## src/rtl/mpu_rx_pkg.sv

```systemverilog
package mpu_rx_pkg;

  typedef enum logic [2:0] {
    ST_IDLE,
    ST_START,
    ST_DATA,
    ST_EXTRA,
    ST_STOP
  } rx_state_e;

  typedef struct packed {
    logic addr_bit;
    logic frame_err;
    logic parity_err;
  } frame_flags_t;

endpackage

```

## src/rtl/mpu_rx_sync.sv

```systemverilog
module mpu_rx_sync #(
  parameter int   STAGES    = 2,
  parameter logic RESET_VAL = 1'b1
) (
  input  logic clk,
  input  logic rst_n,
  input  logic d,
  output logic q
);

  logic [STAGES-1:0] chain_q;
  logic [STAGES-1:0] chain_d;

  generate
    if (STAGES == 1) begin : g_single
      always_comb chain_d = d;
    end else begin : g_chain
      always_comb chain_d = {chain_q[STAGES-2:0], d};
    end
  endgenerate

  always_ff @(posedge clk or negedge rst_n) begin
    if (!rst_n) chain_q <= {STAGES{RESET_VAL}};
    else        chain_q <= chain_d;
  end

  assign q = chain_q[STAGES-1];

endmodule

```

## src/rtl/mpu_rx_framer.sv

```systemverilog
module mpu_rx_framer
  import mpu_rx_pkg::*;
#(
  parameter int DATA_W     = 8,
  parameter int OVERSAMPLE = 16
) (
  input  logic              clk,
  input  logic              rst_n,
  input  logic              tick,
  input  logic              rx_bit,
  input  logic              rx_enable,
  input  logic              mp_mode,
  input  logic              len_full,
  input  logic              parity_en,
  input  logic              parity_odd,
  output logic              frame_done,
  output logic [DATA_W-1:0] frame_data,
  output frame_flags_t      frame_flags
);

  localparam int OS_W  = $clog2(OVERSAMPLE);
  localparam int BIT_W = $clog2(DATA_W);
  localparam logic [OS_W-1:0]  OS_MID     = OS_W'(OVERSAMPLE / 2 - 1);
  localparam logic [OS_W-1:0]  OS_LAST    = OS_W'(OVERSAMPLE - 1);
  localparam logic [BIT_W-1:0] LAST_FULL  = BIT_W'(DATA_W - 1);
  localparam logic [BIT_W-1:0] LAST_SHORT = BIT_W'(DATA_W - 2);

  rx_state_e          state_q, state_d;
  logic [OS_W-1:0]    os_q, os_d;
  logic [BIT_W-1:0]   bit_q, bit_d;
  logic [BIT_W-1:0]   last_q, last_d;
  logic [DATA_W-1:0]  shift_q, shift_d;
  logic               extra_q, extra_d;
  logic               mp_q, mp_d;
  logic               has_extra_q, has_extra_d;
  logic               odd_q, odd_d;
  logic               sample_pt;
  logic               parity_expect;

  assign sample_pt = tick && (os_q == OS_LAST);

  // next-state logic
  always_comb begin
    state_d     = state_q;
    os_d        = os_q;
    bit_d       = bit_q;
    last_d      = last_q;
    shift_d     = shift_q;
    extra_d     = extra_q;
    mp_d        = mp_q;
    has_extra_d = has_extra_q;
    odd_d       = odd_q;
    frame_done  = 1'b0;

    if (!rx_enable) begin
      state_d = ST_IDLE;
      os_d    = '0;
    end else begin
      unique case (state_q)
        ST_IDLE: begin
          if (tick && !rx_bit) begin
            state_d = ST_START;
            os_d    = '0;
          end
        end
        ST_START: begin
          if (tick) begin
            if (os_q == OS_MID) begin
              os_d = '0;
              if (!rx_bit) begin
                state_d     = ST_DATA;
                bit_d       = '0;
                shift_d     = '0;
                extra_d     = 1'b0;
                mp_d        = mp_mode;
                odd_d       = parity_odd;
                has_extra_d = mp_mode || parity_en;
                last_d      = (mp_mode || len_full) ? LAST_FULL : LAST_SHORT;
              end else begin
                state_d = ST_IDLE;
              end
            end else begin
              os_d = os_q + 1'b1;
            end
          end
        end
        ST_DATA: begin
          if (sample_pt) begin
            os_d           = '0;
            shift_d[bit_q] = rx_bit;
            if (bit_q == last_q) state_d = has_extra_q ? ST_EXTRA : ST_STOP;
            else                 bit_d   = bit_q + 1'b1;
          end else if (tick) begin
            os_d = os_q + 1'b1;
          end
        end
        ST_EXTRA: begin
          if (sample_pt) begin
            os_d    = '0;
            extra_d = rx_bit;
            state_d = ST_STOP;
          end else if (tick) begin
            os_d = os_q + 1'b1;
          end
        end
        ST_STOP: begin
          if (sample_pt) begin
            os_d       = '0;
            frame_done = 1'b1;
            state_d    = ST_IDLE;
          end else if (tick) begin
            os_d = os_q + 1'b1;
          end
        end
        default: state_d = ST_IDLE;
      endcase
    end
  end

  // registers
  always_ff @(posedge clk or negedge rst_n) begin
    if (!rst_n) begin
      state_q     <= ST_IDLE;
      os_q        <= '0;
      bit_q       <= '0;
      last_q      <= LAST_FULL;
      shift_q     <= '0;
      extra_q     <= 1'b0;
      mp_q        <= 1'b0;
      has_extra_q <= 1'b0;
      odd_q       <= 1'b0;
    end else begin
      state_q     <= state_d;
      os_q        <= os_d;
      bit_q       <= bit_d;
      last_q      <= last_d;
      shift_q     <= shift_d;
      extra_q     <= extra_d;
      mp_q        <= mp_d;
      has_extra_q <= has_extra_d;
      odd_q       <= odd_d;
    end
  end

  assign parity_expect          = (^shift_q) ^ odd_q;
  assign frame_data             = shift_q;
  assign frame_flags.addr_bit   = mp_q & extra_q;
  assign frame_flags.frame_err  = ~rx_bit;
  assign frame_flags.parity_err = has_extra_q & ~mp_q & (extra_q ^ parity_expect);

endmodule

```

## src/rtl/mpu_rx_status.sv

```systemverilog
module mpu_rx_status
  import mpu_rx_pkg::*;
#(
  parameter int DATA_W = 8
) (
  input  logic              clk,
  input  logic              rst_n,
  input  logic              frame_done,
  input  logic [DATA_W-1:0] frame_data,
  input  frame_flags_t      frame_flags,
  input  logic              rd_strobe,
  input  logic              int_en,
  output logic [DATA_W-1:0] rx_data,
  output logic              rx_addr_bit,
  output logic              rx_full,
  output logic              frame_err,
  output logic              parity_err,
  output logic              overrun_err,
  output logic              rx_irq
);

  logic [DATA_W-1:0] data_q, data_d;
  logic              addr_q, addr_d;
  logic              full_q, full_d;
  logic              fe_q, fe_d;
  logic              pe_q, pe_d;
  logic              oe_q, oe_d;
  logic              pend_q, pend_d;

  // next-state logic: errors land with the frame, full follows one cycle later
  always_comb begin
    data_d = data_q;
    addr_d = addr_q;
    full_d = full_q;
    fe_d   = fe_q;
    pe_d   = pe_q;
    oe_d   = oe_q;
    pend_d = frame_done;

    if (rd_strobe) begin
      full_d = 1'b0;
      fe_d   = 1'b0;
      pe_d   = 1'b0;
      oe_d   = 1'b0;
    end

    if (frame_done) begin
      fe_d = frame_flags.frame_err;
      pe_d = frame_flags.parity_err;
      oe_d = full_q;
      if (!full_q) begin
        data_d = frame_data;
        addr_d = frame_flags.addr_bit;
      end
    end

    if (pend_q) full_d = 1'b1;
  end

  // registers
  always_ff @(posedge clk or negedge rst_n) begin
    if (!rst_n) begin
      data_q <= '0;
      addr_q <= 1'b0;
      full_q <= 1'b0;
      fe_q   <= 1'b0;
      pe_q   <= 1'b0;
      oe_q   <= 1'b0;
      pend_q <= 1'b0;
    end else begin
      data_q <= data_d;
      addr_q <= addr_d;
      full_q <= full_d;
      fe_q   <= fe_d;
      pe_q   <= pe_d;
      oe_q   <= oe_d;
      pend_q <= pend_d;
    end
  end

  assign rx_data     = data_q;
  assign rx_addr_bit = addr_q;
  assign rx_full     = full_q;
  assign frame_err   = fe_q;
  assign parity_err  = pe_q;
  assign overrun_err = oe_q;
  assign rx_irq      = full_q & int_en;

endmodule

```

## src/rtl/mp_uart_rx.sv

```systemverilog
module mp_uart_rx
  import mpu_rx_pkg::*;
#(
  parameter int DATA_W      = 8,
  parameter int OVERSAMPLE  = 16,
  parameter int SYNC_STAGES = 2
) (
  input  logic              clk,
  input  logic              rst_n,
  input  logic              os_tick,
  input  logic              rx_line,
  input  logic              rx_enable,
  input  logic              mp_mode,
  input  logic              len_full,
  input  logic              parity_en,
  input  logic              parity_odd,
  input  logic              rx_int_en,
  input  logic              rd_strobe,
  output logic [DATA_W-1:0] rx_data,
  output logic              rx_addr_bit,
  output logic              rx_full,
  output logic              frame_err,
  output logic              parity_err,
  output logic              overrun_err,
  output logic              rx_irq
);

  logic              rst_sync_n;
  logic              rx_bit;
  logic              frame_done;
  logic [DATA_W-1:0] frame_data;
  frame_flags_t      frame_flags;

  // reset asserted asynchronously, released on the clock
  mpu_rx_sync #(.STAGES(SYNC_STAGES), .RESET_VAL(1'b0)) rst_sync_i (
    .clk   (clk),
    .rst_n (rst_n),
    .d     (1'b1),
    .q     (rst_sync_n)
  );

  mpu_rx_sync #(.STAGES(SYNC_STAGES), .RESET_VAL(1'b1)) line_sync_i (
    .clk   (clk),
    .rst_n (rst_sync_n),
    .d     (rx_line),
    .q     (rx_bit)
  );

  mpu_rx_framer #(.DATA_W(DATA_W), .OVERSAMPLE(OVERSAMPLE)) framer_i (
    .clk         (clk),
    .rst_n       (rst_sync_n),
    .tick        (os_tick),
    .rx_bit      (rx_bit),
    .rx_enable   (rx_enable),
    .mp_mode     (mp_mode),
    .len_full    (len_full),
    .parity_en   (parity_en),
    .parity_odd  (parity_odd),
    .frame_done  (frame_done),
    .frame_data  (frame_data),
    .frame_flags (frame_flags)
  );

  mpu_rx_status #(.DATA_W(DATA_W)) status_i (
    .clk         (clk),
    .rst_n       (rst_sync_n),
    .frame_done  (frame_done),
    .frame_data  (frame_data),
    .frame_flags (frame_flags),
    .rd_strobe   (rd_strobe),
    .int_en      (rx_int_en),
    .rx_data     (rx_data),
    .rx_addr_bit (rx_addr_bit),
    .rx_full     (rx_full),
    .frame_err   (frame_err),
    .parity_err  (parity_err),
    .overrun_err (overrun_err),
    .rx_irq      (rx_irq)
  );

endmodule

```

## config.mk

```make
export PLATFORM = sky130hd
export DESIGN_NAME = mp_uart_rx
export DESIGN_NICKNAME = d
export VERILOG_FILES = /design/src/rtl/mpu_rx_pkg.sv /design/src/rtl/mpu_rx_sync.sv /design/src/rtl/mpu_rx_framer.sv /design/src/rtl/mpu_rx_status.sv /design/src/rtl/mp_uart_rx.sv
export SDC_FILE = /design/constraint.sdc
export NUM_CORES = 1
export LEC_CHECK = 0
export ABC_CLOCK_PERIOD_IN_PS = 1500
export CAP_MARGIN = 0
export CELL_PAD_IN_SITES_DETAIL_PLACEMENT = 0
export CELL_PAD_IN_SITES_GLOBAL_PLACEMENT = 1
export CORE_MARGIN = 8
export CORE_UTILIZATION = 30
export CTS_BUF_LIST = sky130_fd_sc_hd__clkbuf_8
export CTS_CLUSTER_DIAMETER = 80
export DETAILED_ROUTE_END_ITERATION = 10
export DONT_BUFFER_PORTS = 1
export PLACE_DENSITY_LB_ADDON = 0.1
export SLEW_MARGIN = 20
export SYNTH_ARGS = -nofsm -noshare
export SYNTH_HDL_FRONTEND = slang
export SYNTH_SLANG_ARGS = --single-unit
```

## constraint.sdc

```tcl
create_clock -name clk -period 1.5 [get_ports clk]
set_clock_uncertainty 0.05 [all_clocks]
set_input_delay 0.3 -clock clk [delete_from_list [all_inputs] [get_ports clk]]
set_output_delay 0.3 -clock clk [all_outputs]
set_load 0.05 [all_outputs]
```

Yosys cells after proc, flatten, opt, wreduce, memory -nomap -nowiden
Index checks and enable logic that the tools add are counted.

storage, ports and cells
  register bits = 43
  bits in latches = 0
  bits in writable memories = 0
  memory bits (read-only) = 0
  output and inout port bits = 14
  logic and storage cells = 119
  memories = 0

operators by class
  add/subtract/negate cells = 2
  multiply operators = 0
  divide/modulo/power cells = 0
  order comparisons = 2
  equal/unequal tests = 22
  shift-type cells = 0
  muxes and demuxes = 46
  bitwise logic cells = 9
  reductions and logical operators = 20

operators with widths
  kind                 count
  $mux 3               14
  $mux 8               4
  $mux 4               6
  $ne 3x2->1 const B   6
  $pmux 8 s2           1
  $pmux 3 s5           1
  $mux 1               14
  $reduce_and 7->1     2
  $pmux 4 s3           1
  $reduce_and 6->1     2
  $bwmux 8             1
  $reduce_bool 2->1    4
  $reduce_xor 8->1     1
  $eq 3x2->1 const B   2
  $ne 2x1->1 const B   3
  $ne 2x2->1 const B   3
  $pmux 3 s2           1
  $reduce_and 5->1     1
  $add 4x1->4 const B  1
  $and 1x1->1          4
  $eq 4x3->1 const B   1
  $eq 4x4->1 const B   1
  $lt 3x4->1 const B   1
  $ne 4x2->1 const B   1
  other kinds (19)     25

Depth between registers and ports, before layout
Gate-level depths: netlist of the first run.

  depth in word-level cells = 7
  mapped depth = 7
  gate-level depth less buffers = 6

Cells and area by module
Synthesis of the first run repeated with hierarchy kept, for this count alone.

second synthesis, totals
  cell total of the unflattened synthesis = 215
  area, all modules = 2,269.7 um^2

modules (own cells, without submodules)
  module                     times used  cells an instance  area an instance (um^2)
  mpu_rx_framer              1           178                1,592.8
  mpu_rx_status              1           32                 570.5
  mpu_rx_sync (line_sync_i)  1           2                  52.6
  mpu_rx_sync (rst_sync_i)   1           2                  50.0
  mp_uart_rx                 1           1                  3.8

Least setup slack after synthesis of the first run
No wires, ideal clock.

  kind = reg2reg
  from = register framer_i.state_q[0]
  to = register status_i.data_q[0], in the netlist status_i.rx_data[0]
  library setup time = 125 ps
  arrival = 1,816 ps
  required time = 1,325 ps
  path slack = -491 ps
  stages on the path, launching flop included = 7
  buffers on the path = 2
  cells stage by stage = dfrtp_1 -> buf_4 -> or3b_1 -> or3_1 -> buf_6 -> nor2_8 -> mux2_2

between the ends
  longest elaborated chain between the ends = 4

ends and longest elaborated chain
  item                        RTL line              source
  start, declared             mpu_rx_framer.sv:28   rx_state_e state_q, state_d;
  start signal, assigned      mpu_rx_framer.sv:133  state_q <= state_d;
  $eq 3x3->1                  mpu_rx_framer.sv:59   unique case (state_q)
  $mux 1                      mpu_rx_framer.sv:59
  $mux 1                      mpu_rx_framer.sv:55   if (!rx_enable) begin
  $reduce_and 2->1 (no line)  n/a
  end signal, assigned        mpu_rx_status.sv:71   data_q <= data_d;
  end, declared               mpu_rx_status.sv:22   logic [DATA_W-1:0] data_q, data_d;

Every way passes these cells.
A chain may end at the register's enable or synchronous reset.

Worst setup path after layout of the first run
  from = register framer_i.os_q[1]
  to = register framer_i.odd_q

between the ends
  longest elaborated chain between the ends = 2

ends and longest elaborated chain
  item                        RTL line              source
  start, declared             mpu_rx_framer.sv:29   logic [OS_W-1:0] os_q, os_d;
  start signal, assigned      mpu_rx_framer.sv:134  os_q <= os_d;
  $eq 4x3->1                  mpu_rx_framer.sv:68   if (os_q == OS_MID) begin
  $reduce_and 5->1 (no line)  n/a
  end signal, assigned        mpu_rx_framer.sv:131  odd_q <= 1'b0;
  end signal, assigned        mpu_rx_framer.sv:141  odd_q <= odd_d;
  end, declared               mpu_rx_framer.sv:36   logic odd_q, odd_d;

Every way passes these cells.

==> impl_results.md, run 1 <==
- Fin crit period: 1941 ps
- Syn Inst Count: 197
- Largest family of logic cells by synthesized area: compound AO/OA/AOI/OAI gates
- Share of layout cells above drive strength 1: 0.4390
- Vias: 1670
- Total wire length: 5283 um
- Final HPWL DP: 3733 um
- Syn_nets: 210
- CTS tree: yes
- Post-route ant nets: 0
- Number of flops mapped to enable cells by yosys: 0
- CP top delay family: simple AND/OR/NAND/NOR gates
- Most common library cells after synthesis: 38 x dfrtp_1, 28 x o21ai_0, 13 x nor2_1
- CP Class: reg -> reg
- Worst Tran Pin Value: 526.6 ps
- Final period util: 1.294
- Clock sinks: 41
- Worst Path Required: 1630 ps
- FF+latch count, synth: 41
- Multiplexer share of the synthesized area: 0.06049
- Post-synth top area cell: dfrtp_1
- Total power: 2.238 mW
- First-pass GRT wire length: 8687 um
- I/O Buffers: 0
- Remaining DRCs: 0
- Largest net degree at the start of global routing: 24
- Leakage: 1.282 nW
- Clk slew on worst S/H paths: 80 ps
- Final hold viol count: 0
- Initial antenna violation count: 0
- Vias in the first global route: 1699
- Final nets: 258
- Worst skew pair latency: 300 ps
- Final setup viols: 35
- Crit. End Element: flip-flop
- Synth async-reset ratio: 1.000
- Area delta synth->final: 40.49%
- Standard-cell row count: 30
- Top area cells in the synthesized netlist: dfrtp_1 47%, o21ai_0 6.9%, mux2_2 5.6%
- Compound-cell area share of the yosys netlist: 0.1673
- Worst path bufs/invs: 2
- Worst min-delay path class: in -> reg
- Pwr Density: 785.9 nW/um^2
- Post-Synth Simple-Gate Area: 0.1642
- Vias/cell: 5.123
- Clock Path Buffers: 2
- Clock root buffer: clkbuf_8
- Fmax achieved: 0.5152 GHz
- Crit path cell chain: ha_2, buf_4, buf_6, and4bb_2, nor2b_4, and3_4, mux2_4
- Core Footprint: 6681 um^2
- Peak supply drop: 0.0003643 V
- Initial Utilization: 0.3034
- TritonCTS Buffers: 5
- RSZ-0062 raised after global routing: yes
- Die footprint: 9642 um^2
- Antenna Cells: 0
- CP arrival: 2070 ps
- Final setup margin: -440.9 ps
- Setup crit start kind: flip-flop
- Synth cell types: 50
- MaxCap Viol Count: 0
- Chip Height: 98.20 um
- Slowest-stage cell, CP: dfrtp_1
- CP Max Fanout: 5
- Global route overflow: 0
- Post-synthesis xor/xnor area fraction: 0.04321
- Final TNS setup: -10860 ps
- Die W: 98.20 um
- Synth Cell Area: 2027 um^2
- Worst slack at placement: -416.4 ps
- Iteration count of the initial detailed-routing pass: 4
- Top Ports: 25
- Adder-Cell Fraction of Synth Area: 0.01235
- Synth warn: 0
- DRT iter0 DRCs: 96
- Top-count cell post-synth: dfrtp_1
- Post-synth top area share: 0.4691
- Slew HR: 0.6489
- Routed len/inst: 16.21 um
- Sequential share of the synthesized area: 0.5080
- CTS H-tree lvls: 2
- Max incr delay on CP: 360 ps
- Failing checks: setup timing
- Count of final max-slew check failures: 0
- Gp weighted congestion: 0.7395
- Layout filler cell count: 665
- Top_reg_cell synth: dfrtp_1
- Status: complete, but fails checks
- Mapped Avg Cell Area: 10.29 um^2
- Total Routing Usage GR: 0.1115
==> flip-flops by register name, indices dropped and copies added (netlist names) <==
name,flops
framer_i.state_q,3
framer_i.os_q,4
rst_sync_i.chain_q,2
framer_i.last_q,1
framer_i.odd_q,1
status_i.overrun_err,1
framer_i.bit_q,3
framer_i.frame_data,8
status_i.frame_err,1
status_i.rx_data,8
framer_i.extra_q,1
framer_i.mp_q,1
line_sync_i.chain_q,2
framer_i.has_extra_q,1
status_i.parity_err,1
status_i.rx_full,1
status_i.pend_q,1
status_i.rx_addr_bit,1
==> kinds of logic (layout without fill, tap and decap cells) <==
family,after synthesis,count (layout)
xor gates and xnor gates,10,10
other,1,1
muxes,11,11
AOI/OAI and AO/OA,56,56
buffers and inverters,18,66
and+or+nand+nor,58,59
DFF,41,41
adders and majority gates,2,2
==> cell type report <==
cell class	instances	area (um^2)	area share
Sequential cell	41	1032	0.3625
Inverter	9	33.78	0.01186
Clock inverter	2	37.54	0.01318
Multi-Input combinational cell	139	1147	0.4029
Tap cell	80	100.1	0.03515
Clock buffer	6	82.58	0.02900
Timing Repair Buffer	49	414.1	0.1454
==> repair_timing <==
action                     4_1_cts  5_1_grt
setup buffers                    6        8
hold endpoints to repair         3        0
hold buffers                     2        0
pin swaps                       19       22
gates cloned                     1        0
resized for setup               39       32
setup endpoints to repair       36       36
==> report_power, final <==
| part | internal (mW) | total [mW] | switching [mW] |
|---|---|---|---|
| logic | 0.0734 | 0.148 | 0.0748 |
| clock network | 0.542 | 0.953 | 0.411 |
| registers | 1.12 | 1.14 | 0.0189 |
| total | 1.73 | 2.24 | 0.505 |
==> final timing paths <==
path / startpoint / end / slack [ps] / cells past startpoint
worst max-delay path: framer_i.os_q[1] / framer_i.odd_q / -440 / 7
worst min-delay path: rx_enable / framer_i.state_q[2] / 90 / 1
worst max register to register: framer_i.os_q[1] / framer_i.odd_q / -440 / 7
worst min register to register: rst_sync_i.chain_q[1] / framer_i.bit_q[1] / 200 / 0
max in group asynchronous: rst_sync_i.chain_q[1] / status_i.rx_addr_bit / 650 / 1
min in group asynchronous: rst_n / rst_sync_i.chain_q[0] / 170 / 1
==> layout by cell type, fill, tap and decap left out, types with 2 or more instances in the layout <==
master	synthesis	final
nand4_1	2	2
nand3_2	0	2
dfrtp_1	38	36
buf_6	1	11
o21ai_1	2	20
a21oi_1	5	2
nor3_2	0	2
nand2_1	12	12
a21o_1	4	4
nand2b_1	3	3
dfstp_2	3	3
xnor2_1	9	9
o31ai_1	3	3
dlygate4sd3_1	0	2
nor3_1	5	3
nor4b_2	0	2
nor2_1	13	12
buf_4	2	36
dfrtp_2	0	2
nor2_4	0	2
clkbuf_8	0	6
mux2_4	0	10
inv_1	9	8
or3b_4	0	2
nand3_1	4	2
o21ai_0	28	2
o21ai_4	0	4
a21oi_2	0	2
o21ai_2	0	4
a31oi_1	4	4
==> per-layer routing <==
layer / share of wire / vias to the layer above / global-route usage
met3: 0.048 / 10 / 0.03201
met5: 0 / - / 0
met4: 0.016 / 0 / 0.03896
li1: - / 801 / -
met1: 0.45 / 820 / 0.1359
met2: 0.48 / 39 / 0.1834
==> per-stage QoR <==
step                area, um^2  instances  hold WS [ps]  utilization
floorplan                 2108        197        -45.59            -
global placement          2400        304        -45.52       0.3592
detailed placement        2400        304        -45.53       0.3592
CTS                       2729        320         71.54       0.4084
global route              2848        326         76.94       0.4262
finish                    2848        326         88.38       0.4262
No activity file was read; power rests on OpenSTA's default activity.
==> run 2: changes to the inputs <==
--- a/config.mk
+++ b/config.mk
@@ -15,6 +15,7 @@
 export CTS_CLUSTER_DIAMETER = 80
 export DETAILED_ROUTE_END_ITERATION = 10
 export DONT_BUFFER_PORTS = 1
+export MAX_ROUTING_LAYER = met4
 export PLACE_DENSITY_LB_ADDON = 0.1
 export SLEW_MARGIN = 20
 export SYNTH_ARGS = -nofsm -noshare
==> run 2 against run 1 <==
Against the previous run:
- the run still ends with setup timing left
- combinational power hardly changed
- setup slack gained 6.1 ps
- first-iteration DRC count decreased by 21%
- largest cell class unchanged
==> impl_results.md, run 2 (same netlist as run 1, synthesis figures left out) <==
- Final HPWL DP: 3733 um
- Combinational share of power: 0.066
- Vias: 1668
- Die footprint: 9642 um^2
- Final period util: 1.290
- Die W: 98.20 um
- Final setup viols: 35
- Global route overflow: 0
- R2R Setup Slk: -430 ps
- Status: complete, but fails checks
- Count of final max-slew check failures: 0
- Top Ports: 25
- Share of layout cells above drive strength 1: 0.4390
- CP top delay family: simple AND/OR/NAND/NOR gates
- MaxCap Viol Count: 0
- Worst min-delay path class: in -> reg
- Failing checks: setup timing
- I/O Buffers: 0
- CTS tree: yes
- Internal power: 1.733 mW
- Final TNS setup: -10730 ps
- Core Footprint: 6681 um^2
- Pwr Density: 785.4 nW/um^2
- Antenna Cells: 0
- Most frequent cells in the layout: 36 x dfrtp_1, 36 x buf_4, 20 x o21ai_1
- Crit path cell chain: ha_2, buf_4, buf_6, and4bb_2, nor2b_4, and3_4, mux2_4
- Final hold viol count: 0
- Clock sinks: 41
- Layout Cells excl Fill: 326
- Worst Tran Pin Value: 526.1 ps
- DRT iter0 DRCs: 76
- Clock root buffer: clkbuf_8
- Standard-cell row count: 30
- Initial Utilization: 0.3034
- CP Max Fanout: 5
- CTS H-tree lvls: 2
- Clock Path Buffers: 2
- Clock share of power: 0.425
- Final nets: 258
- CP Class: reg -> reg
- Vias/cell: 5.117
- Initial antenna violation count: 0
- RSZ-0062 raised after global routing: yes
- Final setup margin: -434.8 ps
- Post-route ant nets: 0
- Fmax achieved: 0.5168 GHz
- Worst path bufs/invs: 2
- Worst Path Required: 1630 ps
- Gp weighted congestion: 0.7486
- CP arrival: 2070 ps
- Max incr delay on CP: 360 ps
- NetSw: 0.5033 mW
- Routed len/inst: 16.22 um
- Final core occ: 0.4262
- Total Routing Usage GR: 0.1147
- Slew HR: 0.6493
- Vias in the first global route: 1703
- Worst skew pair latency: 300 ps
- Setup crit start kind: flip-flop
- First-pass GRT wire length: 8694 um
- Net Sw Frac: 0.2250
- Placed Area: 2400 um^2
- Remaining DRCs: 0
- Placed Cells: 304
- Largest net degree at the start of global routing: 24
- Crit. End Element: flip-flop
- Iteration count of the initial detailed-routing pass: 4
- Total wire length: 5289 um
- Area delta synth->final: 40.49%
- Register share of total power: 0.508
- Fin crit period: 1935 ps
- Slowest-stage cell, CP: dfrtp_1
- Post-route cell area: 2848 um^2
- Peak supply drop: 0.0003653 V
- Clk slew on worst S/H paths: 80 ps
- Leakage: 1.282 nW
- Total power: 2.237 mW
- Chip Height: 98.20 um
- TritonCTS Buffers: 5
==> run 2: cell counts in the layout (fill, tap and decap cells not counted) <==
No cell type changed its count.
==> run 2: layout make-up <==
class,instances,area (um^2)
repair buffers,49,414.1
flip-flops and latches,41,1032
clock inverters,2,37.54
clock buffers,6,82.58
inverters,9,33.78
multi-input cells,139,1147
fillers,665,3834
well taps,80,100.1
==> run 2: worst paths after layout <==
kind                                    endpoint                   from  cells after the start
max                               framer_i.odd_q       framer_i.os_q[1]                      7
min reg2reg                    framer_i.bit_q[1]  rst_sync_i.chain_q[1]                      0
max reg2reg                       framer_i.odd_q       framer_i.os_q[1]                      7
min in group asynchronous  rst_sync_i.chain_q[1]                  rst_n                      1
max in group asynchronous   status_i.rx_addr_bit  rst_sync_i.chain_q[1]                      1
min                          framer_i.state_q[2]              rx_enable                      1
==> run 2: power groups by stage <==
stage | clock network (mW) | logic (mW) | registers [mW]
CTS | 0.987 | 0.131 | 1.14
global placement | 0 | 0.109 | 1.16
floorplan | 0 | 0.0574 | 1.16
detailed placement | 0 | 0.112 | 1.16
global route | 1.01 | 0.164 | 1.14
finish | 0.951 | 0.148 | 1.14
==> run 2: timing repair <==
item / CTS / global route
gates resized for setup: 39 / 32
endpoints found under the setup margin: 36 / 36
gates cloned: 1 / 0
endpoints found under the hold margin: 3 / 0
buffers inserted: 6 / 8
pin swaps: 19 / 23
hold buffers: 2 / 0
==> run 2: metal layers <==
metal | vias to the layer above | global-route usage | wire [um]
met5 | - | - | 0
met4 | 0 | 0.03896 | 81
met3 | 8 | 0.03201 | 295
met2 | 38 | 0.1849 | 2564
met1 | 823 | 0.1347 | 2347
li1 | 799 | - | -
==> run 2: worst register-to-register path, stage by stage (launching register included) <==
cell	delay (ps)
dfrtp_1	360
ha_2	180
buf_4	100
buf_6	100
and4bb_2	270
nor2b_4	210
and3_4	250
mux2_4	300
==> run 2: per-stage QoR <==
step | hold slack (ps) | setup slack [ps]
after floorplan | -45.59 | -481.3
after global placement | -45.52 | -388.5
after detailed placement | -45.53 | -416.4
after CTS | 71.54 | -411.4
after global routing | 76.92 | -507.7
final | 90.26 | -434.8
